## src/rtl/lcu_pkg.sv

```systemverilog
package lcu_pkg;

    typedef enum logic [2:0] {
        OP_TESTDEC    = 3'd0,
        OP_DECLOOP    = 3'd1,
        OP_DECLOOP_ZS = 3'd2,
        OP_DECLOOP_ZC = 3'd3,
        OP_CNTZ_GUARD = 3'd4
    } lcu_op_e;

    typedef enum logic [1:0] {
        ST_IDLE   = 2'd0,
        ST_DEC    = 2'd1,
        ST_DECIDE = 2'd2
    } lcu_state_e;

endpackage

```

## src/rtl/lcu_decrement.sv

```systemverilog
module lcu_decrement #(
    parameter int CNT_W = 32,
    parameter int LOW_W = 16
) (
    input  logic [CNT_W-1:0] cnt_i,
    output logic [CNT_W-1:0] full_dec_o,
    output logic [CNT_W-1:0] low_dec_o,
    output logic             low_wrap_o
);
    localparam logic [CNT_W-1:0] ONE_F = CNT_W'(1);
    localparam logic [LOW_W-1:0] ONE_L = LOW_W'(1);

    logic [LOW_W-1:0] low_field;

    assign full_dec_o = cnt_i - ONE_F;
    assign low_field  = cnt_i[LOW_W-1:0] - ONE_L;
    assign low_wrap_o = (low_field == {LOW_W{1'b1}});

    generate
        if (LOW_W < CNT_W) begin : g_split
            assign low_dec_o = {cnt_i[CNT_W-1:LOW_W], low_field};
        end else begin : g_whole
            assign low_dec_o = full_dec_o;
        end
    endgenerate

endmodule

```

## src/rtl/lcu_decide.sv

```systemverilog
module lcu_decide
    import lcu_pkg::*;
#(
    parameter int CNT_W = 32
) (
    input  logic [2:0]       op_i,
    input  logic             cond_i,
    input  logic             zf_i,
    input  logic [CNT_W-1:0] cnt_i,
    input  logic [CNT_W-1:0] full_dec_i,
    input  logic [CNT_W-1:0] low_dec_i,
    input  logic             low_wrap_i,
    output logic             taken_o,
    output logic             we_o,
    output logic [CNT_W-1:0] cnt_o,
    output logic             wide_o
);
    logic             dec_nonzero;
    logic [CNT_W-1:0] new_cnt;

    assign dec_nonzero = (full_dec_i != '0);

    always_comb begin
        taken_o = 1'b0;
        we_o    = 1'b0;
        new_cnt = cnt_i;
        case (op_i)
            OP_TESTDEC: begin
                if (!cond_i) begin
                    we_o    = 1'b1;
                    new_cnt = low_dec_i;
                    taken_o = !low_wrap_i;
                end
            end
            OP_DECLOOP: begin
                we_o    = 1'b1;
                new_cnt = full_dec_i;
                taken_o = dec_nonzero;
            end
            OP_DECLOOP_ZS: begin
                we_o    = 1'b1;
                new_cnt = full_dec_i;
                taken_o = dec_nonzero && zf_i;
            end
            OP_DECLOOP_ZC: begin
                we_o    = 1'b1;
                new_cnt = full_dec_i;
                taken_o = dec_nonzero && !zf_i;
            end
            OP_CNTZ_GUARD: begin
                taken_o = (cnt_i == '0);
            end
            default: begin
                taken_o = 1'b0;
            end
        endcase
    end

    assign cnt_o  = new_cnt;
    assign wide_o = (op_i == OP_TESTDEC);

endmodule

```

## src/rtl/lcu_target.sv

```systemverilog
module lcu_target #(
    parameter int ADDR_W       = 32,
    parameter int WIDE_DISP_W  = 16,
    parameter int SHORT_DISP_W = 8
) (
    input  logic [ADDR_W-1:0]      next_pc_i,
    input  logic [WIDE_DISP_W-1:0] disp_i,
    input  logic                   wide_i,
    input  logic                   taken_i,
    output logic [ADDR_W-1:0]      target_o
);
    logic [ADDR_W-1:0] wide_ext;
    logic [ADDR_W-1:0] short_ext;

    generate
        if (ADDR_W > WIDE_DISP_W) begin : g_wide_ext
            assign wide_ext = {{(ADDR_W-WIDE_DISP_W){disp_i[WIDE_DISP_W-1]}}, disp_i};
        end else begin : g_wide_trunc
            assign wide_ext = disp_i[ADDR_W-1:0];
        end
        if (ADDR_W > SHORT_DISP_W) begin : g_short_ext
            assign short_ext = {{(ADDR_W-SHORT_DISP_W){disp_i[SHORT_DISP_W-1]}},
                                disp_i[SHORT_DISP_W-1:0]};
        end else begin : g_short_trunc
            assign short_ext = disp_i[ADDR_W-1:0];
        end
    endgenerate

    always_comb begin
        if (taken_i) begin
            target_o = next_pc_i + (wide_i ? wide_ext : short_ext);
        end else begin
            target_o = next_pc_i;
        end
    end

endmodule

```

## src/rtl/loop_ctrl_unit.sv

```systemverilog
module loop_ctrl_unit
    import lcu_pkg::*;
#(
    parameter int CNT_W        = 32,
    parameter int ADDR_W       = 32,
    parameter int LOW_W        = 16,
    parameter int WIDE_DISP_W  = 16,
    parameter int SHORT_DISP_W = 8
) (
    input  logic                   clk_i,
    input  logic                   rst_ni,
    input  logic                   start_i,
    input  logic [2:0]             op_i,
    input  logic [CNT_W-1:0]       count_i,
    input  logic                   cond_i,
    input  logic                   zf_i,
    input  logic [ADDR_W-1:0]      next_pc_i,
    input  logic [WIDE_DISP_W-1:0] disp_i,
    output logic [CNT_W-1:0]       count_o,
    output logic                   count_we_o,
    output logic                   taken_o,
    output logic [ADDR_W-1:0]      target_o,
    output logic                   done_o
);
    typedef struct packed {
        lcu_state_e             state;
        logic [2:0]             op;
        logic [CNT_W-1:0]       cnt;
        logic                   cond;
        logic                   zf;
        logic [ADDR_W-1:0]      pc;
        logic [WIDE_DISP_W-1:0] disp;
        logic [CNT_W-1:0]       full_dec;
        logic [CNT_W-1:0]       low_dec;
        logic                   low_wrap;
        logic [CNT_W-1:0]       cnt_out;
        logic                   we;
        logic                   taken;
        logic [ADDR_W-1:0]      tgt;
        logic                   done;
    } lcu_regs_t;

    lcu_regs_t r_d, r_q;

    logic [CNT_W-1:0]  dc_full_dec;
    logic [CNT_W-1:0]  dc_low_dec;
    logic              dc_low_wrap;
    logic              dd_taken;
    logic              dd_we;
    logic [CNT_W-1:0]  dd_cnt;
    logic              dd_wide;
    logic [ADDR_W-1:0] tg_target;
    logic              busy;

    lcu_decrement #(
        .CNT_W (CNT_W),
        .LOW_W (LOW_W)
    ) u_dec (
        .cnt_i      (r_q.cnt),
        .full_dec_o (dc_full_dec),
        .low_dec_o  (dc_low_dec),
        .low_wrap_o (dc_low_wrap)
    );

    lcu_decide #(
        .CNT_W (CNT_W)
    ) u_decide (
        .op_i       (r_q.op),
        .cond_i     (r_q.cond),
        .zf_i       (r_q.zf),
        .cnt_i      (r_q.cnt),
        .full_dec_i (r_q.full_dec),
        .low_dec_i  (r_q.low_dec),
        .low_wrap_i (r_q.low_wrap),
        .taken_o    (dd_taken),
        .we_o       (dd_we),
        .cnt_o      (dd_cnt),
        .wide_o     (dd_wide)
    );

    lcu_target #(
        .ADDR_W       (ADDR_W),
        .WIDE_DISP_W  (WIDE_DISP_W),
        .SHORT_DISP_W (SHORT_DISP_W)
    ) u_target (
        .next_pc_i (r_q.pc),
        .disp_i    (r_q.disp),
        .wide_i    (dd_wide),
        .taken_i   (dd_taken),
        .target_o  (tg_target)
    );

    always_comb begin
        r_d       = r_q;
        r_d.done  = 1'b0;
        r_d.we    = 1'b0;
        r_d.taken = 1'b0;
        case (r_q.state)
            ST_IDLE: begin
                if (start_i) begin
                    r_d.op    = op_i;
                    r_d.cnt   = count_i;
                    r_d.cond  = cond_i;
                    r_d.zf    = zf_i;
                    r_d.pc    = next_pc_i;
                    r_d.disp  = disp_i;
                    r_d.state = ST_DEC;
                end
            end
            ST_DEC: begin
                r_d.full_dec = dc_full_dec;
                r_d.low_dec  = dc_low_dec;
                r_d.low_wrap = dc_low_wrap;
                r_d.state    = ST_DECIDE;
            end
            ST_DECIDE: begin
                r_d.cnt_out = dd_cnt;
                r_d.we      = dd_we;
                r_d.taken   = dd_taken;
                r_d.tgt     = tg_target;
                r_d.done    = 1'b1;
                r_d.state   = ST_IDLE;
            end
            default: begin
                r_d.state = ST_IDLE;
            end
        endcase
    end

    always_ff @(posedge clk_i) begin
        if (!rst_ni) begin
            r_q <= '0;
        end else begin
            r_q <= r_d;
        end
    end

    assign busy       = (r_q.state != ST_IDLE);
    assign count_o    = r_q.cnt_out;
    assign count_we_o = r_q.we;
    assign taken_o    = r_q.taken;
    assign target_o   = r_q.tgt;
    assign done_o     = r_q.done;

endmodule

```

## config.mk

```make
export PLATFORM = sky130hd
export DESIGN_NAME = loop_ctrl_unit
export DESIGN_NICKNAME = d
export VERILOG_FILES = /design/src/rtl/lcu_pkg.sv /design/src/rtl/lcu_decrement.sv /design/src/rtl/lcu_decide.sv /design/src/rtl/lcu_target.sv /design/src/rtl/loop_ctrl_unit.sv
export SDC_FILE = /design/constraint.sdc
export NUM_CORES = 1
export LEC_CHECK = 0
export BUFFER_PORTS_ARGS = -buffer_cell sky130_fd_sc_hd__buf_2
export CAP_MARGIN = 30
export CORE_MARGIN = 5
export CORE_UTILIZATION = 52
export DETAILED_ROUTE_END_ITERATION = 8
export GPL_TIMING_DRIVEN = 1
export HOLD_SLACK_MARGIN = 0.06
export PLACE_DENSITY_LB_ADDON = 0.08
export SYNTH_ARGS = -nofsm -noshare
export SYNTH_HDL_FRONTEND = slang
export SYNTH_SLANG_ARGS = --single-unit
```

## constraint.sdc

```tcl
create_clock -name clk_i -period 3.5 [get_ports clk_i]
set_input_delay 0.7 -clock clk_i [delete_from_list [all_inputs] [get_ports clk_i]]
set_output_delay 0.7 -clock clk_i [all_outputs]
set_load 0.01 [all_outputs]
```

# Word level (Yosys, flattened, before mapping)
# Index checks and enable logic that the tools add are counted.
# word_totals
register_bits,219
inputBits,88
output_inout_bits,67
wordCells,48
# op_classes
n_addsub,3
eq_ne,8
mux,11
reduce_logical,11
# op_table
cell,n
2-to-1 mux 32 bit,3
2-to-1 mux 87 bit,1
one-hot mux 32 bit (2 select lines),1
adder 32 bit,1
zero test 32 bit,1
nonzero test 32 bit,1
subtractor 32 x 1 -> 32 bit (second input constant),1
equality test 16 bit (second input constant),1
subtractor 16 x 1 -> 16 bit (second input constant),1
equality test 3 x 2 -> 1 bit (second input constant),2
one-hot mux 1 bit (5 select lines),1
one-hot mux 2 bit (2 select lines),1
AND reduction 2 bit,2
equality test 3 x 1 -> 1 bit (second input constant),1
equality test 3 bit (second input constant),1
zero test 3 bit,1
2-to-1 mux 1 bit,3
OR reduction 3 bit,1
equality test 2 x 1 -> 1 bit (second input constant),1
equality test 2 bit (second input constant),1
logical AND 1 bit,2
zero test 1 bit,2
zero test 2 bit,1
!= test 2 bit (second input constant),1
one-hot mux 1 bit (2 select lines),1

# Logic depth before layout (Yosys ltp)
# depth
word_depth,4
ltp_mapped,16

# Modules after synthesis
# A second synthesis with hierarchy kept.
# hier_totals
hier_cells,1617
area_unflattened_um2,12649.6
# modules_own_cells
mod,instances,cells_each,area_each_um2,seq_area_each_um2
loop_ctrl_unit,1,1015,8411.8,4384.2
lcu_target,1,305,2280.9,0.0
lcu_decrement,1,152,1098.6,0.0
lcu_decide,1,145,858.3,0.0

# Worst setup path before layout
# OpenSTA, ideal clock, no wires.
# synth_timing
path_type,flip-flop to flip-flop
startpoint,reg r_q[216] (netlist name)
endpoint,"reg r_q, in the netlist target_o[24]"
setup_time_ps,116
arrival_ps,3771
slack_ps,-387
stages_incl_launch_ff,17
n_path_buf,4
path_cell_list,dfxtp_1 > clkbuf_1 > nor3_1 > nor2b_1 > clkbuf_1 > a21o_1 > ha_1 > clkbuf_1 > o21a_1 > nor2_1 > nor3_1 > a211oi_1 > a21oi_1 > or2_1 > clkbuf_1 > or4_1 > a41o_1
# synth_between
elab_chain_len,4
# synth_lines
item,line,text
start: declaration,loop_ctrl_unit.sv:43,"lcu_regs_t r_d, r_q;"
start signal: assignment,loop_ctrl_unit.sv:134,r_q <= r_d;
zero test 3 bit,"lcu_decide.sv:27, lcu_decide.sv:60",
2-to-1 mux 32 bit,lcu_target.sv:31,target_o = next_pc_i + (wide_i ? wide_ext : short_ext);
adder 32 bit,lcu_target.sv:31,
2-to-1 mux 32 bit (*),lcu_target.sv:30,if (taken_i) begin
# Every way passes the cells marked *; elsewhere a longest branch is shown, timed or not.
# A chain may end at the register's enable or synchronous reset.

# Worst setup path after layout
# layout_timing
startpoint,reg r_q[215] (netlist name)
endpoint,"reg r_q, in the netlist target_o[31]"
# The elaborated chain is that of the path after synthesis.

==> results.py <==
metrics = {
    "clock_tree": {
        "path_clk_slew_ns": 0.06,
        "cts.sinks": 203,
        "h-tree-depth": 1,
        "post_cts_buffers": 0,
        "cts_buffers": 23,
        "ctsHoldBuffers": 0,
        "clock_tree.root_cell": "clkbuf_16",
        "worstSkewPairLatency_ns": 0.53,
        "cts_resized": 0,
        "ctsLongestPathBuffers": 3,
        "cts_tree": "done",
    },
    "critical_path": {
        "arrival_ns": 3.67,
        "rr_endpoint": "target_o[31]$_SDFFE_PN0P_",
        "ff2ff_setup_slack_ns": 0.26,
        "crit_start": "r_q[215]$_SDFFE_PN0P_",
        "critical_path_peak_fanout": 12,
        "r2r_start": "r_q[215]$_SDFFE_PN0P_",
        "start_kind": "register",
        "crit_path_end_kind": "register",
        "crit_required_ns": 3.93,
        "rr_worst_depth": 12,
        "path_class": "reg -> reg",
    },
    "sta": {
        "hold_violations": 0,
        "drv_slew": 0,
        "rsz0062_at_grt": "false",
        "min_period_over_period_pct": 92.6,
        "tns_ns": 0,
        "worstMarginPinSlew_ns": 1.02,
        "setup_viol": 0,
        "finClkSkew_ns": 0.0164,
        "max_slew_margin_pct": 32.0,
        "fmax_ghz": 0.309,
        "min_period_ns": 3.24,
    },
    "synthesis": {
        "synth_compound_area_share_pct": 22.4,
        "syn-cell-area_um2": 10800,
        "synth_top_family_by_area": "compound AO/OA/AOI/OAI gates",
        "synth-warning-count": 0,
        "synthAdderAreaFrac_pct": 4.37,
        "synthMuxAreaShare_pct": 0.593,
        "synth_seq_area_share_pct": 37.8,
        "syn_inst": 1398,
        "ys_async_sr_fraction_pct": 0,
        "yosys_register_bits": 203,
        "synthXorXnorAreaFrac_pct": 4.07,
        "synth_cell_types": 73,
        "synth_edf_count": 0,
        "synth_area_per_cell_um2": 7.70,
        "synth_nets": 1523,
        "synthSimpleGateAreaFrac_pct": 22.0,
        "synthFlopType": "dfxtp_1",
    },
    "cells_and_area": {
        "diodes": 0,
        "final_cells": 1726,
        "final_common_cell": "nand2_1",
        "multi_input_area_um2": 5810,
        "most-common-layout-cells": "nand2_1 (320), dfxtp_1 (203), a21oi_1 (164)",
        "drive_gt1_share_pct": 17.2,
        "n_fill_cell": 2011,
        "fin_nets": 1564,
        "area_growth_pct": 12.2,
        "seq_area_um2": 4060,
    },
    "detailed_routing": {
        "antenna_left": 0,
        "drt_iter0_drc": 705,
        "drc": 0,
        "vias": 9796,
        "drt-wirelength-per-cell_um": 17.6,
        "dr.pass1.iters": 5,
        "drt-total-wl_mm": 30.3,
        "routed_via_density": 5.68,
    },
    "grt": {
        "grt_pass1_vias": 9238,
        "antenna_found_initial": 1,
        "grt_pass1_wl_mm": 49.1,
        "grt_remaining_overflow": 0,
        "grt_use_total_pct": 24.6,
        "grt_max_degree": 79,
    },
    "placement": {
        "place_inst": 1684,
        "hpwl_mm": 21.2,
        "io_buffers": 154,
        "gp_congestion": 0.884,
    },
    "job": {
        "max_cap_violations": 0,
    },
    "floorplan": {
        "io_pins": 155,
        "die_h_um": 154,
        "num_rows": 52,
        "start_util_pct": 53.0,
        "core_area_um2": 20300,
        "dieArea_um2": 23700,
        "fp.dieW_um": 154,
    },
    "worst_hold_path": {
        "hold_class": "in -> reg",
        "min_from": "next_pc_i[15]",
        "hold_end": "r_q[163]$_SDFFE_PN0P_",
        "whs_path_depth": 3,
    },
    "pwr": {
        "peakVddDrop_mv": 0.299,
        "leakage_uw": 0.00506,
        "power_density_nw_per_um2": 499,
    },
    "run_status": {
        "outcome": "finished, final reports clean",
    },
}
-- power breakdown --
part           switching, µW  internal, µW  leakage [µW]
Clock                    986          1420      0.000371
Combinational            645           410       0.00303
Sequential               124          2440       0.00166
-- worst max-delay path by stage --
stage / end / slack [ns] / depth (start not counted)
global placement: target_o[31]$_SDFFE_PN0P_ / 0.22 / 12
global route: target_o[29]$_SDFFE_PN0P_ / 0.07 / 11
floorplan: target_o[24]$_SDFFE_PN0P_ / 0.05 / 16
CTS: target_o[31]$_SDFFE_PN0P_ / 0.10 / 12
detailed placement: target_o[31]$_SDFFE_PN0P_ / 0.14 / 12
finish: target_o[31]$_SDFFE_PN0P_ / 0.26 / 12
-- metal layers --
metal | vias to the layer above | share of wire [%] | track usage, %
met5 | - | 0.023 | 0
met4 | 2 | 1.9 | 5.34
met3 | 43 | 6.4 | 4.10
met2 | 281 | 44 | 38.9
met1 | 4577 | 47 | 35.6
li1 | 4893 | - | -
-- stage by stage --
stage | instance area, µm² | power, µW | setup slack [ns] | hold WS [ns] | util [%]
final | 12100 | 6030 | 0.259 | 0.404 | 59.5
after detailed placement | 11300 | 3660 | 0.143 | 0.448 | 55.8
after floorplan | 10800 | 3350 | 0.0473 | 0.432 | -
after global placement | 11300 | 3650 | 0.218 | 0.441 | 55.8
after CTS | 12100 | 6070 | 0.101 | 0.389 | 59.5
after global routing | 12100 | 6290 | 0.0680 | 0.404 | 59.5
-- critical path, stage by stage, from the launching register on --
cell      delay [ns]
dfxtp_1         0.33
nor3_4          0.28
nor2b_2         0.14
a21o_2          0.32
ha_1            0.47
and3_1          0.26
nand4_1         0.15
nor2_1          0.19
a211o_1         0.19
nand4b_1        0.15
and3_1          0.23
o2111a_1        0.23
a211oi_1        0.21
-- cell usage after synthesis, types with 14 or more instances --
cell	n	share of area (%)
nand2_1	321	11
dfxtp_1	203	38
a21oi_1	165	7.7
nor2_1	94	3.3
clkbuf_1	84	2.9
buf_4	64	4.5
o21ai_0	55	2.6
ha_1	36	4.2
a211oi_1	33	2.3
xnor2_1	30	2.4
a311oi_1	29	2.4
a21o_1	25	1.7
xor2_1	20	1.6
a221oi_1	18	1.5
nor3_1	18	0.84
nor4_1	17	0.99
nand3_1	15	0.70
buf_1	14	0.49
-- state kept, by name (all words and copies together), names as in the netlist --
| register | count |
|---|---|
| target_o | 32 |
| count_o | 32 |
| done_o | 1 |
| taken_o | 1 |
| r_q | 136 |
| count_we_o | 1 |
-- cell type report --
| class | count | area share, % |
|---|---|---|
| clock buffer | 36 | 5.67 |
| timing repair buffer | 186 | 8.78 |
| sequential | 203 | 33.6 |
| clock inverter | 6 | 0.601 |
| inverter | 12 | 0.394 |
| multi-input combinational | 1013 | 48.1 |
| tap | 270 | 2.80 |
-- cells by family (layout without fill, tap and decap cells) --
logic type | Yosys count | after routing
AND/OR/NAND/NOR | 539 | 539
AO/OA/AOI/OAI | 381 | 381
flip-flops | 203 | 203
buffers and inverters | 182 | 240
XOR/XNOR | 50 | 50
adder cells (fa/ha/maj) | 37 | 37
multiplexers | 6 | 6
Note: power is estimated with default switching activity, not from simulation.
